File: src/rtl/rd_odt_pkg.sv
package rd_odt_pkg;
  localparam int unsigned BURST_HALF = 4;  // BL8 timing, also used for chop-4
  localparam int unsigned PRE_SHORT  = 2;
  localparam int unsigned PRE_LONG   = 3;
  localparam int unsigned BAD_GAP    = 5;

  function automatic int unsigned pre_term(input logic pre2);
    return pre2 ? PRE_LONG : PRE_SHORT;
  endfunction

  function automatic int unsigned win_len(input logic pre2, input logic crc);
    return BURST_HALF + pre_term(pre2) + (crc ? 1 : 0);
  endfunction
endpackage

File: src/rtl/odt_start_sched.sv
module odt_start_sched #(
  parameter int unsigned RL_W = 5
) (
  input  logic            clk_i,
  input  logic            rst_ni,
  input  logic            rd_i,
  input  logic [RL_W-1:0] rl_i,
  input  logic            pre2_i,
  output logic            start_o
);
  localparam int unsigned DEPTH = 1 << RL_W;

  logic [DEPTH-1:0] pend_q;
  logic [DEPTH-1:0] ins;
  logic [RL_W-1:0]  slot;

  // slot = (RL - preamble offset) - 1; bit 0 fires the window
  always_comb begin
    slot = rl_i - (pre2_i ? RL_W'(rd_odt_pkg::PRE_LONG + 1) : RL_W'(rd_odt_pkg::PRE_SHORT + 1));
    ins  = '0;
    if (rd_i) ins[slot] = 1'b1;
  end

  always_ff @(posedge clk_i or negedge rst_ni) begin
    if (!rst_ni) pend_q <= '0;
    else         pend_q <= (pend_q >> 1) | ins;
  end

  assign start_o = pend_q[0];

  p_rl_min_r1: assert property (@(posedge clk_i) disable iff (!rst_ni)
    rd_i |-> (32'(rl_i) > rd_odt_pkg::pre_term(pre2_i)));
endmodule

File: src/rtl/odt_win_hold.sv
module odt_win_hold #(
  parameter int unsigned CNT_W = 4
) (
  input  logic             clk_i,
  input  logic             rst_ni,
  input  logic             start_i,
  input  logic [CNT_W-1:0] len_i,
  output logic             win_o
);
  logic [CNT_W-1:0] left_q;
  logic [CNT_W-1:0] decr;
  logic [CNT_W-1:0] left_d;

  always_comb begin
    decr   = (left_q != '0) ? left_q - 1'b1 : '0;
    left_d = (start_i && len_i > decr) ? len_i : decr;  // merge: keep the later end
  end

  always_ff @(posedge clk_i or negedge rst_ni) begin
    if (!rst_ni) left_q <= '0;
    else         left_q <= left_d;
  end

  assign win_o = (left_q != '0);

  p_open_r3: assert property (@(posedge clk_i) disable iff (!rst_ni)
    start_i |=> win_o);
  p_len_r3: assert property (@(posedge clk_i) disable iff (!rst_ni)
    start_i |=> (left_q >= $past(len_i)));
  p_close_r5: assert property (@(posedge clk_i) disable iff (!rst_ni)
    $fell(win_o) |-> !$past(start_i));
endmodule

File: src/rtl/rd_gap_check.sv
module rd_gap_check #(
  parameter int unsigned GAP_W = 3
) (
  input  logic clk_i,
  input  logic rst_ni,
  input  logic rd_i,
  input  logic pre2_i,
  output logic err_o
);
  logic [GAP_W-1:0] gap_q;
  logic             err_q;

  always_ff @(posedge clk_i or negedge rst_ni) begin
    if (!rst_ni) begin
      gap_q <= '0;
      err_q <= 1'b0;
    end else begin
      err_q <= rd_i && pre2_i && (gap_q == GAP_W'(rd_odt_pkg::BAD_GAP));
      if (rd_i)                           gap_q <= GAP_W'(1);
      else if (gap_q != '0 && gap_q != '1) gap_q <= gap_q + 1'b1;  // saturate
    end
  end

  assign err_o = err_q;

  p_err_pulse_r7: assert property (@(posedge clk_i) disable iff (!rst_ni)
    err_o |=> !err_o);
endmodule

File: src/rtl/rd_odt_gate.sv
module rd_odt_gate #(
  parameter int unsigned RL_W  = 5,
  parameter int unsigned CNT_W = 4,
  parameter int unsigned GAP_W = 3
) (
  input  logic            clk_i,
  input  logic            rst_ni,
  input  logic            rd_cmd_i,
  input  logic [RL_W-1:0] rl_i,
  input  logic            rd_pre2_i,
  input  logic            crc_en_i,
  input  logic            self_ref_i,
  output logic            odt_off_o,
  output logic            spacing_err_o
);
  logic             start;
  logic             win;
  logic [CNT_W-1:0] len;

  assign len = CNT_W'(rd_odt_pkg::win_len(rd_pre2_i, crc_en_i));

  odt_start_sched #(.RL_W(RL_W)) i_sched (
    .clk_i(clk_i), .rst_ni(rst_ni), .rd_i(rd_cmd_i),
    .rl_i(rl_i), .pre2_i(rd_pre2_i), .start_o(start)
  );

  odt_win_hold #(.CNT_W(CNT_W)) i_hold (
    .clk_i(clk_i), .rst_ni(rst_ni), .start_i(start),
    .len_i(len), .win_o(win)
  );

  rd_gap_check #(.GAP_W(GAP_W)) i_gap (
    .clk_i(clk_i), .rst_ni(rst_ni), .rd_i(rd_cmd_i),
    .pre2_i(rd_pre2_i), .err_o(spacing_err_o)
  );

  assign odt_off_o = win | self_ref_i;

  p_sr_hold_r6: assert property (@(posedge clk_i) disable iff (!rst_ni)
    self_ref_i |-> odt_off_o);
  p_err_mode_r8: assert property (@(posedge clk_i) disable iff (!rst_ni)
    spacing_err_o |-> $past(rd_pre2_i));
endmodule

File: config.mk
export PLATFORM = sky130hd
export DESIGN_NAME = rd_odt_gate
export DESIGN_NICKNAME = d
export VERILOG_FILES = /design/src/rtl/rd_odt_pkg.sv /design/src/rtl/odt_start_sched.sv /design/src/rtl/odt_win_hold.sv /design/src/rtl/rd_gap_check.sv /design/src/rtl/rd_odt_gate.sv
export SDC_FILE = /design/constraint.sdc
export NUM_CORES = 1
export LEC_CHECK = 0
export BUFFER_PORTS_ARGS = -buffer_cell sky130_fd_sc_hd__buf_2
export CAP_MARGIN = 30
export CORE_MARGIN = 4
export CORE_UTILIZATION = 25
export CTS_CLUSTER_SIZE = 24
export DETAILED_ROUTE_END_ITERATION = 10
export PLACE_DENSITY_LB_ADDON = 0.2
export SKIP_LAST_GASP = 1
export SYNTH_ARGS = -nofsm -noshare
export SYNTH_HDL_FRONTEND = slang
export SYNTH_SLANG_ARGS = --single-unit
File: constraint.sdc
create_clock -name clk_i -period 2.62 [get_ports clk_i]
set_input_delay 0.524 -clock clk_i [delete_from_list [all_inputs] [get_ports clk_i]]
set_output_delay 0.524 -clock clk_i [all_outputs]
set_load 0.05 [all_outputs]
Word level (Yosys, flattened, before mapping)
Cells that the tools add are included.
- add/subtract/negate cells: 5
- order comparisons: 3
- equal/unequal tests: 2
- multiplexer cells: 10
- bitwise logic cells: 2
- reductions and logical operators: 8
- operators by type and width (operator ; count):
    32-bit two-way mux ; 1
    31-bit by 32-bit bitwise OR with 32-bit output ; 1
    3-bit two-way mux ; 3
    4-bit two-way mux ; 2
    5-bit by 6-bit less-than comparator with 1-bit output (second input constant) ; 1
    1-bit demux with 5-bit select ; 1
    5-bit by 1-bit >= comparator with 1-bit output (second input constant) ; 1
    1-bit logical AND ; 5
    5-bit subtractor ; 1
    3-bit by 2-bit adder with 4-bit output (first input constant) ; 1
    4-bit by 1-bit adder with 4-bit output ; 1
    4-bit > comparator ; 1
    4-bit nonzero test ; 1
    4-bit by 1-bit subtractor with 4-bit output (second input constant) ; 1
    3-bit by 1-bit adder with 3-bit output (second input constant) ; 1
    3-bit equality test (second input constant) ; 1
    1-bit two-way mux ; 3
    3-bit != test (second input constant) ; 1
    3-bit nonzero test ; 1
    2-bit nonzero test ; 1
    1-bit bitwise OR ; 1
- bits in registers: 40
- input port bits: 11
- output and inout port bits: 2
- logic and storage cells: 34

Depth between registers and ports, before layout
Gate-level depths: netlist of the first run.
- depth after elaboration: 8
- gate-level depth with buffers: 8
- depth with buffers taken out: 8

Cells and area by module
A second synthesis of the first run with hierarchy kept.
- cells, all modules: 164
- area total of the unflattened synthesis: 1975.6 um^2
- by module, submodules not included (module ; times used ; cells each ; area each (um^2) ; sequential area each (um^2)):
    odt_start_sched ; 1 ; 107 ; 1386.3 ; 800.8
    odt_win_hold ; 1 ; 33 ; 327.8 ; 100.1
    rd_gap_check ; 1 ; 20 ; 226.5 ; 100.1
    rd_odt_gate ; 1 ; 4 ; 35.0 ; 0.0

Least setup slack after synthesis of the first run
OpenSTA, ideal clock, no wires.
- path type: flip-flop to flip-flop
- from: register i_hold.left_q[1]
- to: register i_hold.left_q[0]
- arrival time: 2072 ps
- data required time: 2495 ps
- setup slack: 423 ps
- cell stages (with the launch flop): 9
- period minus slack after synthesis: 2197 ps
- cells stage by stage: dfrtp_1 or2_2 nor3b_1 a21oi_1 ha_1 nand4_1 nand2_1 a21oi_1 mux2_2
- word-level cells in the longest chain between the ends: 5
- elaborated cells on any way between the ends: 6
- those cells by class: 1 x add/sub; 1 x order compare; 2 x mux; 2 x reduce/logical
- ends and longest elaborated chain (what ; RTL line ; source):
    from (decl) ; odt_win_hold.sv:10 ; logic [CNT_W-1:0] left_q;
    from (signal assigned) ; odt_win_hold.sv:21 ; else left_q <= left_d;
    4-bit by 1-bit subtractor with 4-bit output or 4-bit nonzero test (tied branches) ; odt_win_hold.sv:15 ; decr = (left_q != '0) ? left_q - 1'b1 : '0;
    4-bit two-way mux * ; odt_win_hold.sv:15 ;
    4-bit > comparator ; odt_win_hold.sv:16 ; left_d = (start_i && len_i > decr) ? len_i : decr;
    1-bit logical AND ; odt_win_hold.sv:16 ;
    4-bit two-way mux * ; odt_win_hold.sv:16 ;
    named net i_hold.left_d[0] ; odt_win_hold.sv:12 ; logic [CNT_W-1:0] left_d;
Mark *: on every way through the listed nets, which the timed path passes. The rest lies on a longest branch.
A chain may end at the register's enable or synchronous reset.

Final worst setup path of the first run
Ends and elaborated chain as after synthesis.

==> results.ini, run 1 <==
[synth]
syn-cell-area_sq_um = 1890
synth.cells.most_frequent = sky130_fd_sc_hd__dfrtp_1 (40), sky130_fd_sc_hd__o21bai_1 (21), sky130_fd_sc_hd__nand2_1 (14)
synth_cell_types = 39
yosys_warnings = 0
yosys_most_used_dff = sky130_fd_sc_hd__dfrtp_1
synthesis.instances = 157
synth-edff-count = 0
async_sr_flop_fraction_pct = 100
ys_seq_elements = 40
synth_largest_area_cell = sky130_fd_sc_hd__dfrtp_1
syn-num-nets = 180
synthTopCellsByArea = sky130_fd_sc_hd__dfrtp_1 (53%), sky130_fd_sc_hd__o21bai_1 (8.3%), sky130_fd_sc_hd__ha_1 (7.3%), sky130_fd_sc_hd__a31o_2 (3.7%), sky130_fd_sc_hd__nand2_1 (2.8%)
synthesis.area_per_instance_sq_um = 12.0
yosysSeqAreaShare_pct = 53.0
synth_top_area_share_pct = 53.0
yosys.cell_count.top_type = sky130_fd_sc_hd__dfrtp_1

[place]
detailed_place.area_sq_um = 2080
io_buffers = 12
place_ws_ns = 0.280
globalplace.congestion = 0.795
dp_hpwl_um = 2520

[worst_setup_path]
critPathKind = reg2reg
timing.critical_path.cells = or2_2 > nor3b_1 > a21oi_1 > ha_1 > nand4_1 > nand2_1 > a21oi_1 > mux2_2
worstPathRequired_ns = 2.80
worst_path_dominant_cell_family = simple AND/OR/NAND/NOR gates
timing.critical_path.buf_inv = 0
register_to_register_path_depth = 8
startpoint_type = flip-flop
worst_ep_arrival_time_ns = 2.34
critical-path-max-stage-delay_ns = 0.40
critical_path.endpoint_type = flip-flop
largest_fanout_of_any_net_on_the_critical_path = 5
worstReg2RegStart = i_hold.left_q[1]
slowest_stage = sky130_fd_sc_hd__dfrtp_1
start_point_of_the_critical_path = i_hold.left_q[1]
r2r-end = i_hold.left_q[0]
setup.reg_to_reg.worst_slack_ns = 0.45
worstSetupEndpoint = i_hold.left_q[0]
cpMostUsedCell = sky130_fd_sc_hd__a21oi_1
critical_path_depth = 8

[finish]
final_net_count = 201
layout-drive-gt1-share_pct = 23.5
num_antenna_cells = 0
layout-area-overhead-vs-synth_pct = 14.9
post_route_standard_cell_area_excluding_fillers_sq_um = 2170

[detailed_routing]
drtAntennaViolNets = 0
routed_wirelength_um = 3590
drt-wirelength-per-cell_um = 12.9
drtIter0Drc = 35
drcViolationCount = 0
detailroute.via_count = 1213
drt_pass1_iterations = 4
via_per_inst = 4.36

[cts]
cts.hold.buffers_added = 0
worst_setup_hold_path_clk_slew_ns = 0.08
ctsResizeCount = 0
cts.sink_count = 40
numCtsBuffers = 5
max-clock-path-buffers = 2
cts_tree = done
clock_latency_ns = 0.29
clock-root-buffer = sky130_fd_sc_hd__clkbuf_8
count_of_buffers_added_by_post_cts_timing_repair_for_setup = 0
h_tree_levels = 2

[timing]
fin_crit_sh_pct = 82.7
finalCriticalPeriod_ns = 2.17
maxClockFrequency_ghz = 0.462
setup_tns_ns = 0
hold_viol_final = 0
postLayoutSetupSlackWorst_ns = 0.454
hold-worst-slack_ns = 0.364
max_slew.worst_pin.slew_ns = 0.910
setup_viol = 0
rsz0062_at_grt = false
drv_slew = 0
slew-limit-headroom_pct = 39.3
clock-skew-final_ns = 0.00437

[run_status]
result_of_the_run = complete, no violations

[global_routing]
global_route.usage.total_pct = 8.99
grt_start_max_net_pins = 41
grt_overflow = 0
grt_first_pass_wirelength_um = 6210
first_global_vias = 1243
grt_antenna_before_repair = 0

[pwr]
total_power_mw = 1.85
power_leakage_nw = 0.993
power_per_cell_area_nw_per_um2 = 855
max-vdd-ir-drop_uv = 180

[floorplanning]
rows = 31
die-height_um = 94.9
placeableCoreArea_sq_um = 7290
die_area_sq_um = 9010
die_width_um = 94.9
top_level_ports = 13
initial_utilization_pct = 25.9

[min_path]
path_class_of_the_lowest_slack_min_delay_path = in2async

[job]
maxCapViolCount = 0

[cells in the final DEF (no fill, tap or decap), types with 2 or more instances in the layout]
cell,Yosys,layout
sky130_fd_sc_hd__a31o_2,8,8
sky130_fd_sc_hd__mux2i_1,4,4
sky130_fd_sc_hd__nor3b_1,2,2
sky130_fd_sc_hd__clkbuf_8,0,6
sky130_fd_sc_hd__buf_2,0,12
sky130_fd_sc_hd__a21oi_1,6,6
sky130_fd_sc_hd__buf_4,0,4
sky130_fd_sc_hd__ha_1,11,11
sky130_fd_sc_hd__nand2b_1,2,2
sky130_fd_sc_hd__inv_1,9,9
sky130_fd_sc_hd__nor2_1,9,9
sky130_fd_sc_hd__clkbuf_1,0,2
sky130_fd_sc_hd__dfrtp_1,40,40
sky130_fd_sc_hd__o21bai_2,2,2
sky130_fd_sc_hd__nor3_1,2,2
sky130_fd_sc_hd__nand2_1,14,14
sky130_fd_sc_hd__o21bai_1,21,21
[worst register-to-register path, cell delays in order (launching register included)]
cell and delay [ns]:
sky130_fd_sc_hd__dfrtp_1 0.40, sky130_fd_sc_hd__or2_2 0.34, sky130_fd_sc_hd__nor3b_1 0.20, sky130_fd_sc_hd__a21oi_1 0.09
sky130_fd_sc_hd__ha_1 0.32, sky130_fd_sc_hd__nand4_1 0.10, sky130_fd_sc_hd__nand2_1 0.05, sky130_fd_sc_hd__a21oi_1 0.19
sky130_fd_sc_hd__mux2_2 0.36
[power by group]
group          switching (mW)  internal (mW)  leakage [nW]
combinational           0.297          0.274         0.428
sequential             0.0731          0.792         0.519
clock                   0.203          0.215        0.0455
[sequential cells by signal, summed over array words and instances (netlist names)]
name and count:
i_gap.gap_q 3, i_hold.left_q 4, i_sched.pend_q 32, i_gap.err_o 1
[through the flow]
step,utilization [%],cells
final,29.8,278
after CTS,29.8,278
after detailed placement,28.5,270
after floorplan,-,157
after global placement,28.5,270
after global routing,29.8,278
[layer usage]
| layer | vias to the layer above | wire (um) | track usage (%) |
|---|---|---|---|
| li1 | 587 | - | - |
| met1 | 604 | 1820 | 12.2 |
| met2 | 17 | 1570 | 13.9 |
| met3 | 5 | 156 | 2.71 |
| met4 | 0 | 42 | 2.52 |
| met5 | - | 0 | 0 |
[cell families after synthesis]
kind of cell | count (synthesis) | synth area share [%]
buffers and inverters | 11 | 2.98
and+or+nand+nor | 40 | 10.8
DFF | 40 | 53.0
AOI/OAI and AO/OA | 45 | 19.5
xor gates and xnor gates | 4 | 2.65
adders and majority gates | 12 | 8.35
muxes | 5 | 2.72
[area by class of cell]
type / count / area [sq um]
flip-flops and latches: 40 / 1000
clock buffers: 8 / 90.1
fillers: 786 / 5120
repair buffers: 16 / 90.1
well taps: 99 / 124
multi-input cells: 106 / 831
inverters: 9 / 33.8
[how the worst min path moves through the flow]
stage | start | end | slack (ns)
after floorplan | rst_ni | i_gap.err_o | 0.23
after global placement | i_sched.pend_q[29] | i_sched.pend_q[28] | 0.42
after detailed placement | i_sched.pend_q[30] | i_sched.pend_q[29] | 0.42
after CTS | rst_ni | i_gap.gap_q[2] | 0.39
after global routing | rst_ni | i_gap.gap_q[2] | 0.44
final | rst_ni | i_gap.gap_q[2] | 0.36
Power figures use the tool's default switching activity.
==> inputs of run 2 (changes only) <==
==> constraint.sdc (replaced) <==
create_clock -name clk_i -period 2.1 [get_ports clk_i]
set_input_delay 0.42 -clock clk_i [delete_from_list [all_inputs] [get_ports clk_i]]
set_output_delay 0.42 -clock clk_i [all_outputs]
set_load 0.05 [all_outputs]
==> run 2 against run 1 <==
  * Sequential share of layout area is 2.9 points lower
  * Flip-flop and latch count stayed put
  * Global-route usage is 0.70 points higher
  * Core utilization is 2.0 points higher
  * Cell count is 3.2% higher
  * Clock-buffer cell count is 2 lower
  * Setup slack worse by 0.36 ns
  * Combinational power is 42% higher
  * Sequential power is 25% higher
  * First-iteration DRC count is 49% higher
  * Wire length is 6.3% higher
  * Largest power group unchanged
==> results.ini, run 2 (synthesized netlist as in run 1, its figures left out) <==
[run_status]
result_of_the_run = complete, no violations

[place]
globalplace.congestion = 0.687
dp_hpwl_um = 2640
detailed_place.area_sq_um = 2180
io_buffers = 12
place_ws_ns = -0.0530

[global_routing]
grt_antenna_before_repair = 0
grt_overflow = 0
first_global_vias = 1347
grt.busiest_layer = met2
grtUsageMet3_pct = 2.95
grt_start_max_net_pins = 41
globalRouteMet1Util_pct = 13.1
global_route.usage.total_pct = 9.68
grt.met2_usage_pct = 14.7
grt_first_pass_wirelength_um = 6590

[detailed_routing]
drcViolationCount = 0
drtIter0Drc = 52
detailroute.via_count = 1266
drt-wirelength-per-cell_um = 13.3
drt_pass1_iterations = 4
drtAntennaViolNets = 0
routed_wirelength_um = 3820
via_per_inst = 4.41

[floorplanning]
top_level_ports = 13
initial_utilization_pct = 25.9
rows = 31
die-height_um = 94.9
die_area_sq_um = 9010
placeableCoreArea_sq_um = 7290
die_width_um = 94.9

[finish]
num_antenna_cells = 0
final.fill_count = 794
register_name_with_the_most_flops = i_sched.pend_q
registers_with_the_highest_flip_flop_counts = i_sched.pend_q: 32 flops, i_hold.left_q: 4 flops, i_gap.gap_q: 3 flops
final_net_count = 210
post_route_standard_cell_area_excluding_fillers_sq_um = 2310
layout_common_cells = sky130_fd_sc_hd__dfrtp_1 (40), sky130_fd_sc_hd__o21bai_1 (21), sky130_fd_sc_hd__nand2_1 (14), sky130_fd_sc_hd__buf_2 (12)
multi_input_comb_area_sq_um = 852
largest_register_ffs = 32
layout_commonest_cell = sky130_fd_sc_hd__dfrtp_1
seqCellArea_sq_um = 1000
layout-area-overhead-vs-synth_pct = 22.6
layout-drive-gt1-share_pct = 30.3

[timing]
setup_viol = 0
postLayoutSetupSlackWorst_ns = 0.0964
clock-skew-final_ns = 0.00219
rsz0062_at_grt = true
maxClockFrequency_ghz = 0.499
drv_slew = 0
max_slew.worst_pin.slew_ns = 0.805
setup_tns_ns = 0
finalCriticalPeriod_ns = 2.00
hold-worst-slack_ns = 0.0734
fin_crit_sh_pct = 95.4
hold_viol_final = 0
slew-limit-headroom_pct = 46.1

[pwr]
power_per_cell_area_nw_per_um2 = 1110
max-vdd-ir-drop_uv = 312
power_leakage_nw = 1.07
total_power_mw = 2.57

[worst_setup_path]
startpoint_type = flip-flop
critical_path.endpoint_type = flip-flop
critPathKind = reg2reg
worstPathRequired_ns = 2.29
worstReg2RegStart = i_hold.left_q[0]
start_point_of_the_critical_path = i_hold.left_q[0]
register_to_register_path_depth = 8
worstSetupEndpoint = i_hold.left_q[0]
largest_fanout_of_any_net_on_the_critical_path = 5
worst_ep_arrival_time_ns = 2.19
r2r-end = i_hold.left_q[0]
setup.reg_to_reg.worst_slack_ns = 0.1

[cts]
ctsResizeCount = 0
cts_tree = done
count_of_buffers_added_by_post_cts_timing_repair_for_setup = 0
cts.sink_count = 40
numCtsBuffers = 5
max-clock-path-buffers = 2
h_tree_levels = 2
clock_latency_ns = 0.30
cts.hold.buffers_added = 0
clock-root-buffer = sky130_fd_sc_hd__clkbuf_8
worst_setup_hold_path_clk_slew_ns = 0.08

[min_path]
path_class_of_the_lowest_slack_min_delay_path = in2async

[job]
maxCapViolCount = 0

[run 2: where the power goes]
| group | total [mW] | switching, mW | internal, mW |
|---|---|---|---|
| sequential | 1.08 | 0.0910 | 0.988 |
| clock | 0.679 | 0.291 | 0.389 |
| combinational | 0.812 | 0.403 | 0.409 |
| total | 2.57 | 0.785 | 1.79 |
[run 2: layout make-up]
| cell class | count | area share, % |
|---|---|---|
| Inverter | 9 | 1.46 |
| Tap cell | 99 | 5.35 |
| Clock buffer | 6 | 3.57 |
| Clock inverter | 2 | 1.68 |
| Sequential cell | 40 | 43.2 |
| Timing Repair Buffer | 25 | 7.89 |
| Multi-Input combinational cell | 106 | 36.8 |
[run 2: layer usage]
layer / part of all wire, % / up-vias
li1: - / 608
met1: 50 / 631
met2: 43 / 20
met3: 5.4 / 7
met4: 1.6 / 0
met5: 0 / -
[run 2: per-stage QoR]
step,std cells,utilization [%]
6_report,287,31.7
5_1_grt,287,31.7
4_1_cts,287,31.5
3_5_place_dp,279,29.8
3_3_place_gp,279,29.8
2_1_floorplan,157,-
[run 2: critical path: stages (launching register included)]
cell                       delay, ns
sky130_fd_sc_hd__dfrtp_1        0.38
sky130_fd_sc_hd__or2_4          0.28
sky130_fd_sc_hd__nor2_2         0.10
sky130_fd_sc_hd__a21oi_1        0.07
sky130_fd_sc_hd__ha_1           0.31
sky130_fd_sc_hd__nor2b_4        0.13
sky130_fd_sc_hd__o211ai_1       0.10
sky130_fd_sc_hd__a21oi_2        0.18
sky130_fd_sc_hd__mux2_2         0.34
[run 2: worst min path at each step]
| stage | startpoint | cells after the start | to |
|---|---|---|---|
| 6_report | rst_ni | 2 | i_gap.gap_q[1] |
| 5_1_grt | rst_ni | 2 | i_gap.gap_q[1] |
| 4_1_cts | rst_ni | 2 | i_gap.gap_q[1] |
| 3_5_place_dp | rst_ni | 2 | i_gap.gap_q[2] |
| 3_3_place_gp | rst_ni | 2 | i_gap.gap_q[2] |
| 2_1_floorplan | rst_ni | 0 | i_gap.err_o |
==> inputs of run 3 (changes only) <==
--- a/config.mk
+++ b/config.mk
@@ -9,6 +9,7 @@
 export CAP_MARGIN = 30
 export CORE_MARGIN = 4
 export CORE_UTILIZATION = 25
+export CTS_BUF_LIST = sky130_fd_sc_hd__clkbuf_4
 export CTS_CLUSTER_SIZE = 24
 export DETAILED_ROUTE_END_ITERATION = 10
 export PLACE_DENSITY_LB_ADDON = 0.2
==> constraint.sdc (replaced) <==
create_clock -name clk_i -period 2.1 [get_ports clk_i]
set_input_delay 0.42 -clock clk_i [delete_from_list [all_inputs] [get_ports clk_i]]
set_output_delay 0.42 -clock clk_i [all_outputs]
set_load 0.1 [all_outputs]
==> run 3 against run 2 <==
  * Die area stayed put
  * Flip-flop and latch count stayed put
  * Cell count stayed put
  * Critical path type is now reg2out
  * Sequential share of layout area is 0.42 points higher
  * Non-clock buffer count stayed put
  * Largest cell class unchanged
==> results.ini, run 3 (synthesized netlist as in run 1, its figures left out) <==
[cts]
count_of_buffers_added_by_post_cts_timing_repair_for_setup = 0
clock-root-buffer = sky130_fd_sc_hd__clkbuf_4
clock_latency_ns = 0.35
cts.sink_count = 40
h_tree_levels = 2
worst_setup_hold_path_clk_slew_ns = 0.14
cts_tree = done
max-clock-path-buffers = 2
numCtsBuffers = 5
cts.hold.buffers_added = 0

[worst_setup_path]
r2r-end = i_hold.left_q[0]
timing.critical_path.cells = or2_4 > or4_4 > buf_12
critical_path.endpoint_type = primary output
worstReg2RegStart = i_hold.left_q[0]
startpoint_type = flip-flop
critPathKind = reg2out
worst_ep_arrival_time_ns = 1.66
slowest_stage = sky130_fd_sc_hd__or4_4
worstPathRequired_ns = 1.68
critical-path-max-stage-delay_ns = 0.44
largest_fanout_of_any_net_on_the_critical_path = 5
setup.reg_to_reg.worst_slack_ns = 0.09
worst_path_dominant_cell_family = simple AND/OR/NAND/NOR gates
timing.critical_path.buf_inv = 1
register_to_register_path_depth = 8

[floorplanning]
die_area_sq_um = 9010
rows = 31
die-height_um = 94.9
top_level_ports = 13
placeableCoreArea_sq_um = 7290
die_width_um = 94.9
initial_utilization_pct = 25.9

[min_path]
path_class_of_the_lowest_slack_min_delay_path = in2async

[timing]
drv_slew = 0
rsz0062_at_grt = true
hold_viol_final = 0
clock-skew-final_ns = 0.00719
fin_crit_sh_pct = 99.0
setup_viol = 0
postLayoutSetupSlackWorst_ns = 0.0203
max_slew.worst_pin.slew_ns = 0.821
maxClockFrequency_ghz = 0.481
slew-limit-headroom_pct = 45.0
finalCriticalPeriod_ns = 2.08

[detailed_routing]
drt-wirelength-per-cell_um = 13.5
drcViolationCount = 0
via_per_inst = 4.40
detailroute.via_count = 1263
drtIter0Drc = 55
drtAntennaViolNets = 0
drt_pass1_iterations = 4
routed_wirelength_um = 3870

[pwr]
max-vdd-ir-drop_uv = 312
power_frac_clock_pct = 21.4
net_switching_share_of_the_total_power_pct = 32.6
share_comb_of_total_power_pct = 35.0
net-switching-power_mw = 0.807
power_per_cell_area_nw_per_um2 = 1080
p_seq_share_pct = 43.6
power_report.internal_total_mw = 1.67
power_leakage_nw = 1.06

[finish]
num_antenna_cells = 0
registers_with_the_highest_flip_flop_counts = i_sched.pend_q: 32 flops, i_hold.left_q: 4 flops, i_gap.gap_q: 3 flops
layout_common_cells = sky130_fd_sc_hd__dfrtp_1 (40), sky130_fd_sc_hd__o21bai_1 (21), sky130_fd_sc_hd__nand2_1 (14)
final_net_count = 210
layout-area-overhead-vs-synth_pct = 21.4
layout-drive-gt1-share_pct = 30.3
layout_commonest_cell = sky130_fd_sc_hd__dfrtp_1
largest_register_ffs = 32
fin_util_pct = 31.4
register_name_with_the_most_flops = i_sched.pend_q

[run_status]
result_of_the_run = complete, no violations

[place]
place_ws_ns = -0.0530
globalplace.congestion = 0.687
dp_hpwl_um = 2640
io_buffers = 12

[global_routing]
grt_antenna_before_repair = 0
first_global_vias = 1353
global_route.usage.total_pct = 9.83
grt_overflow = 0
grt_first_pass_wirelength_um = 6670
grt_start_max_net_pins = 41

[job]
maxCapViolCount = 0

[run 3: power by group through the flow]
stage / registers, mW / logic [mW] / clock network (mW)
floorplan: 1.07 / 0.592 / 0
global placement: 1.09 / 0.800 / 0
detailed placement: 1.09 / 0.810 / 0
CTS: 1.08 / 0.846 / 0.547
global route: 1.11 / 0.980 / 0.570
finish: 1.08 / 0.866 / 0.529
[run 3: per-stage QoR]
step,instance area [sq um],hold WS (ns),std cells,total power [mW],setup TNS (ns)
floorplan,1890,0.124,157,1.67,0
global placement,2180,0.413,279,1.89,-0.186
detailed placement,2180,0.414,279,1.90,-0.305
CTS,2280,0.0192,287,2.47,0
global route,2290,0.0222,287,2.66,-0.0928
finish,2290,0.00445,287,2.47,0
[run 3: per-layer routing]
layer / global-route usage, % / wire length (um) / vias up
met5: 0 / 0 / -
met4: 2.88 / 54 / 0
met3: 3.19 / 204 / 8
met2: 15.0 / 1670 / 20
met1: 13.3 / 1940 / 627
li1: - / - / 608
[run 3: how the worst max path moves through the flow]
stage	from	endpoint	depth (start not counted)
floorplan	i_hold.left_q[1]	i_hold.left_q[0]	8
global placement	rd_pre2_i	i_sched.pend_q[8]	8
detailed placement	rd_pre2_i	i_sched.pend_q[8]	8
CTS	i_hold.left_q[1]	odt_off_o	3
global route	i_hold.left_q[1]	odt_off_o	3
finish	i_hold.left_q[0]	odt_off_o	3
[run 3: repair_timing]
action	CTS	global route
resized for setup	6	5
pin swaps	0	4
setup endpoints to repair	3	5
gates cloned	0	0
[run 3: area by class of cell]
| class | instances | area (sq um) |
|---|---|---|
| Clock buffer | 5 | 37.5 |
| Clock inverter | 3 | 42.5 |
| Fill cell | 801 | 5000 |
| Inverter | 9 | 33.8 |
| Multi-Input combinational cell | 106 | 856 |
| Sequential cell | 40 | 1000 |
| Tap cell | 99 | 124 |
| Timing Repair Buffer | 25 | 198 |
